## src/rtl/suerm_pkg.sv

```systemverilog
package suerm_pkg;
  localparam int unsigned DEF_THRESH   = 285;
  localparam int unsigned DEF_STEP     = 16;
  localparam int unsigned DEF_TICK_DIV = 4_800_000; // 24 ms at 200 MHz

  function automatic int unsigned cnt_width(input int unsigned thresh);
    return (thresh > 1) ? $clog2(thresh) : 1;
  endfunction
endpackage

```

## src/rtl/suerm_prescaler.sv

```systemverilog
module suerm_prescaler #(
  parameter int unsigned TICK_DIV = suerm_pkg::DEF_TICK_DIV
) (
  input  logic clk_i,
  input  logic rst_ni,
  input  logic en_i,
  output logic tick_o
);
  generate
    if (TICK_DIV <= 1) begin : g_every
      assign tick_o = en_i;
    end else begin : g_div
      localparam int unsigned PW = $clog2(TICK_DIV);
      localparam logic [PW-1:0] LAST = PW'(TICK_DIV - 1);
      logic [PW-1:0] cnt_q;

      assign tick_o = en_i && (cnt_q == LAST);

      always_ff @(posedge clk_i or negedge rst_ni) begin
        if (!rst_ni)     cnt_q <= '0;
        else if (!en_i)  cnt_q <= '0;
        else if (tick_o) cnt_q <= '0;
        else             cnt_q <= cnt_q + 1'b1;
      end
    end
  endgenerate
endmodule

```

## src/rtl/suerm_err_latch.sv

```systemverilog
module suerm_err_latch (
  input  logic clk_i,
  input  logic rst_ni,
  input  logic en_i,
  input  logic tick_i,
  input  logic err_i,
  output logic seen_o
);
  logic flag_q;

  // strobe in the tick cycle belongs to the closing interval
  assign seen_o = flag_q | err_i;

  always_ff @(posedge clk_i or negedge rst_ni) begin
    if (!rst_ni)             flag_q <= 1'b0;
    else if (!en_i || tick_i) flag_q <= 1'b0;
    else if (err_i)          flag_q <= 1'b1;
  end
endmodule

```

## src/rtl/suerm_bucket.sv

```systemverilog
module suerm_bucket #(
  parameter int unsigned THRESH = suerm_pkg::DEF_THRESH,
  parameter int unsigned STEP   = suerm_pkg::DEF_STEP,
  parameter int unsigned CNT_W  = suerm_pkg::cnt_width(THRESH)
) (
  input  logic             clk_i,
  input  logic             rst_ni,
  input  logic             en_i,
  input  logic             tick_i,
  input  logic             seen_i,
  output logic [CNT_W-1:0] cnt_o,
  output logic             irq_o
);
  localparam int unsigned SW = $clog2(THRESH + STEP + 1) + 1;

  logic [CNT_W-1:0] cnt_q, cnt_d;
  logic             irq_q, irq_d;
  logic [SW-1:0]    up;

  assign up = SW'(cnt_q) + SW'(STEP);

  always_comb begin
    cnt_d = cnt_q;
    irq_d = 1'b0;
    if (!en_i) begin
      cnt_d = '0;
    end else if (tick_i) begin
      if (seen_i) begin
        if (up >= SW'(THRESH)) begin
          cnt_d = '0;
          irq_d = 1'b1;
        end else begin
          cnt_d = up[CNT_W-1:0];
        end
      end else if (cnt_q != '0) begin
        cnt_d = cnt_q - 1'b1;
      end
    end
  end

  always_ff @(posedge clk_i or negedge rst_ni) begin
    if (!rst_ni) begin
      cnt_q <= '0;
      irq_q <= 1'b0;
    end else begin
      cnt_q <= cnt_d;
      irq_q <= irq_d;
    end
  end

  assign cnt_o = cnt_q;
  assign irq_o = irq_q;
endmodule

```

## src/rtl/suerm_monitor.sv

```systemverilog
module suerm_monitor #(
  parameter int unsigned THRESH   = suerm_pkg::DEF_THRESH,
  parameter int unsigned STEP     = suerm_pkg::DEF_STEP,
  parameter int unsigned TICK_DIV = suerm_pkg::DEF_TICK_DIV,
  parameter int unsigned CNT_W    = suerm_pkg::cnt_width(THRESH)
) (
  input  logic             clk_i,
  input  logic             rst_ni,
  input  logic             err_i,
  input  logic             dis_i,
  input  logic             std_jp_i,
  output logic             irq_o,
  output logic [CNT_W-1:0] count_o
);
  logic en, tick, seen;

  assign en = std_jp_i & ~dis_i;

  suerm_prescaler #(.TICK_DIV(TICK_DIV)) u_pre (
    .clk_i (clk_i),
    .rst_ni(rst_ni),
    .en_i  (en),
    .tick_o(tick)
  );

  suerm_err_latch u_lat (
    .clk_i (clk_i),
    .rst_ni(rst_ni),
    .en_i  (en),
    .tick_i(tick),
    .err_i (err_i),
    .seen_o(seen)
  );

  suerm_bucket #(.THRESH(THRESH), .STEP(STEP), .CNT_W(CNT_W)) u_bkt (
    .clk_i (clk_i),
    .rst_ni(rst_ni),
    .en_i  (en),
    .tick_i(tick),
    .seen_i(seen),
    .cnt_o (count_o),
    .irq_o (irq_o)
  );
endmodule

```

## config.mk

```make
export PLATFORM = sky130hd
export DESIGN_NAME = suerm_monitor
export DESIGN_NICKNAME = d
export VERILOG_FILES = /design/src/rtl/suerm_pkg.sv /design/src/rtl/suerm_prescaler.sv /design/src/rtl/suerm_err_latch.sv /design/src/rtl/suerm_bucket.sv /design/src/rtl/suerm_monitor.sv
export SDC_FILE = /design/constraint.sdc
export NUM_CORES = 1
export LEC_CHECK = 0
export ABC_AREA = 1
export CAP_MARGIN = 30
export CORE_MARGIN = 5
export CORE_UTILIZATION = 37
export DETAILED_ROUTE_END_ITERATION = 7
export PLACE_DENSITY_LB_ADDON = 0.3
export SETUP_SLACK_MARGIN = 0.02
export SLEW_MARGIN = 25
export SYNTH_ARGS = -nofsm -noshare
export SYNTH_HDL_FRONTEND = slang
export SYNTH_SLANG_ARGS = --single-unit
```

## constraint.sdc

```tcl
create_clock -name clk_i -period 1.8 [get_ports clk_i]
set_input_delay 0.18 -clock clk_i [delete_from_list [all_inputs] [get_ports clk_i]]
set_output_delay 0.18 -clock clk_i [all_outputs]
set_load 0.01 [all_outputs]
```

==> flow_metrics.env <==
export IMPL_place_inst=431
export IMPL_fill_cells=590
export IMPL_grt_max_degree=35
export IMPL_endpoint_kind="flop"
export IMPL_ys_ff_latch=34
export IMPL_power_density_mw_per_mm2=621.1
export IMPL_detail_route_iter0_violations=166
export IMPL_dr_pass1_iters=5
export IMPL_port_buffers=14
export IMPL_synthCells=316
export IMPL_start_util_pct=37.73
export IMPL_ys_types=26
export IMPL_syn_to_final_growth_pct=25.97
export IMPL_hpwlAfterDp_um=4126
export IMPL_place_ws_ps=-34.72
export IMPL_syn_nets=328
export IMPL_routedWlPerCell_um=12.46
export IMPL_regArea_um2=850.8
export IMPL_viasPerCell=5.020
export IMPL_cts_tree="built"
export IMPL_synthArstFlopShare_pct=100.0
export IMPL_cts_buffers=5
export IMPL_peakVddDrop_v=0.0003253
export IMPL_setup_ws_ps=95.44
export IMPL_core_area_mm2=0.005886
export IMPL_cp_data_arrival_time_ps=1940
export IMPL_yosysTopAreaCell="dfrtp_1"
export IMPL_drive_gt1_share_pct=16.80
export IMPL_max_freq_mhz=586.7
export IMPL_crit_type="flop to flop"
export IMPL_clkTransAtPathRegs_ps=70
export IMPL_multi_input_area_mm2=0.001224
export IMPL_max_clock_path_buffers=2
export IMPL_leakage_nw=1.307
export IMPL_maxCapViolCount=0
export IMPL_cts_sinks=34
export IMPL_clock_latency_ps=290
export IMPL_clockRootBuffer="clkbuf_8"
export IMPL_grt_pass1_wl_um=9232
export IMPL_hp_class="input pin to asynchronous set/reset pin"
export IMPL_nets=380
export IMPL_track_usage_pct=15.29
export IMPL_setup_viol=0
export IMPL_h_tree_depth=2
export IMPL_synth_area_leaders="dfrtp_1 (38%), nand2_1 (13%), nor2_1 (9.0%), nand3_1 (7.2%), inv_1 (6.8%)"
export IMPL_rows=28
export IMPL_synth_warning_count=0
export IMPL_ys_seq_area_share_pct=38.31
export IMPL_grt_setup_unrepaired="yes"
export IMPL_worstPathMaxFanout=5
export IMPL_postSynthAreaPerCell_um2=7.028
export IMPL_whs_ps=298.2
export IMPL_gp_congestion=0.8912
export IMPL_drc=0
export IMPL_grt_pass1_vias=2018
export IMPL_tightest_slew_ps=433.3
export IMPL_syn_area_mm2=0.002221
export IMPL_worst_clock_skew_ps=5.788
export IMPL_synth_most_common_cell="nand2_1"
export IMPL_die_area_mm2=0.007652
export IMPL_period_share_pct=94.70
export IMPL_drt_wl_total_um=5532
export IMPL_slew_headroom_pct=71.11
export IMPL_min_period_ps=1705
export IMPL_fin_cells=444
export IMPL_num_io_pins=15
export IMPL_synthTopCellsByCount="nand2_1 (76), nor2_1 (53), inv_1 (40)"
export IMPL_start_kind="flop"
export IMPL_diodes=0
export IMPL_ant_nets=0
export IMPL_status="finished, final reports clean"
export IMPL_die_y_um=87.48
export IMPL_die_x_um=87.48
export IMPL_antenna_found_initial=0
export IMPL_via_count=2229
export IMPL_hold_viol=0
export IMPL_synth_top_area_share_pct=38.31
export IMPL_worstPathRequired_ps=2040
export IMPL_synthFlopType="dfrtp_1"
export IMPL_overflow=0
export IMPL_slew_violations=0
export IMPL_synth_edff_count=0
==> layout make-up <==
| cell class | instances | share of cell area (%) |
|---|---|---|
| Clock buffer | 7 | 3.086 |
| Clock inverter | 1 | 0.1789 |
| Inverter | 42 | 5.635 |
| Multi-Input combinational cell | 239 | 43.74 |
| Sequential cell | 34 | 30.41 |
| Tap cell | 75 | 3.354 |
| Timing Repair Buffer | 46 | 13.60 |
==> worst max-delay path, cell delays in order (launching register included) <==
cell	delay [ps]
dfrtp_1	430
inv_2	80
ha_1	290
nand3b_1	180
nor2_2	110
nand2_1	50
nand2_1	100
buf_4	130
nand2_1	50
nand2_2	100
nand3_1	70
nand2_1	70
==> flip-flops by register name, summed over array words and instances (netlist names) <==
name	count
u_bkt.irq_o	1
u_bkt.cnt_o	9
u_lat.flag_q	1
u_pre.g_div.cnt_q	23
==> logic make-up (layout without fill, tap and decap cells) <==
family	count (synthesis)	count (layout)	share of synthesized area, %
buffers and inverters	44	96	8.113
AO/OA/AOI/OAI	31	32	7.887
XOR/XNOR	5	5	1.972
adder cells (fa/ha/maj)	7	7	3.943
AND/OR/NAND/NOR	195	195	39.77
flip-flops	34	34	38.31
==> what timing repair did <==
item	4_1_cts	5_1_grt
hold buffers	0	0
setup buffers	0	4
pin swaps	0	0
cloned	0	1
endpoints found under the setup margin	4	8
gates resized for setup	1	9
==> metrics by stage <==
stage	power (mW)	instance area (um^2)	util (%)	TNS [ps]
floorplan	0.9882	2221	-	0
global placement	1.121	2643	44.90	0
detailed placement	1.123	2643	44.90	-79.35
CTS	1.730	2741	46.58	0
global route	1.824	2798	47.53	-19.32
finish	1.738	2798	47.53	0
==> cell usage in the layout, fill, tap and decap left out, types with 2 or more instances in the layout <==
master / instances
nor2_1: 51
nor3_1: 8
nand4_1: 12
a21oi_1: 13
dfrtp_1: 34
o21ai_0: 9
nand2_1: 74
xnor2_1: 3
nand3b_1: 2
buf_4: 32
inv_2: 5
clkbuf_8: 6
nand3_2: 2
nor2_4: 3
a31oi_1: 3
ha_1: 7
o21a_1: 3
clkdlybuf4s50_1: 14
nor2_2: 2
nand3_1: 31
nand2_2: 6
inv_1: 37
xor2_1: 2
==> power breakdown <==
part	internal (mW)	switching (mW)	total, mW
combinational	0.146	0.188	0.334
clock	0.309	0.293	0.602
sequential	0.781	0.0205	0.802
==> layer usage <==
layer,GRT usage (%),wire length (um),share of wire (%),vias up
met2,23.42,2429,44,57
li1,-,-,-,1131
met3,3.217,334,6.0,8
met5,0,0,0,-
met4,4.742,88,1.6,0
met1,21.51,2680,48,1033
==> final timing paths <==
check                                startpoint              endpoint  slack [ps]  cells past startpoint
setup reg to reg                 u_bkt.cnt_o[5]        u_bkt.cnt_o[6]         100                     11
max in group asynchronous                rst_ni           u_bkt.irq_o        1200                      2
setup / recovery                 u_bkt.cnt_o[5]        u_bkt.cnt_o[6]         100                     11
hold / removal                           rst_ni  u_pre.g_div.cnt_q[0]         300                      2
hold reg to reg            u_pre.g_div.cnt_q[0]  u_pre.g_div.cnt_q[0]         460                      1
min in group clk_i         u_pre.g_div.cnt_q[0]  u_pre.g_div.cnt_q[0]         460                      1
(Power assumes the default switching activity.)
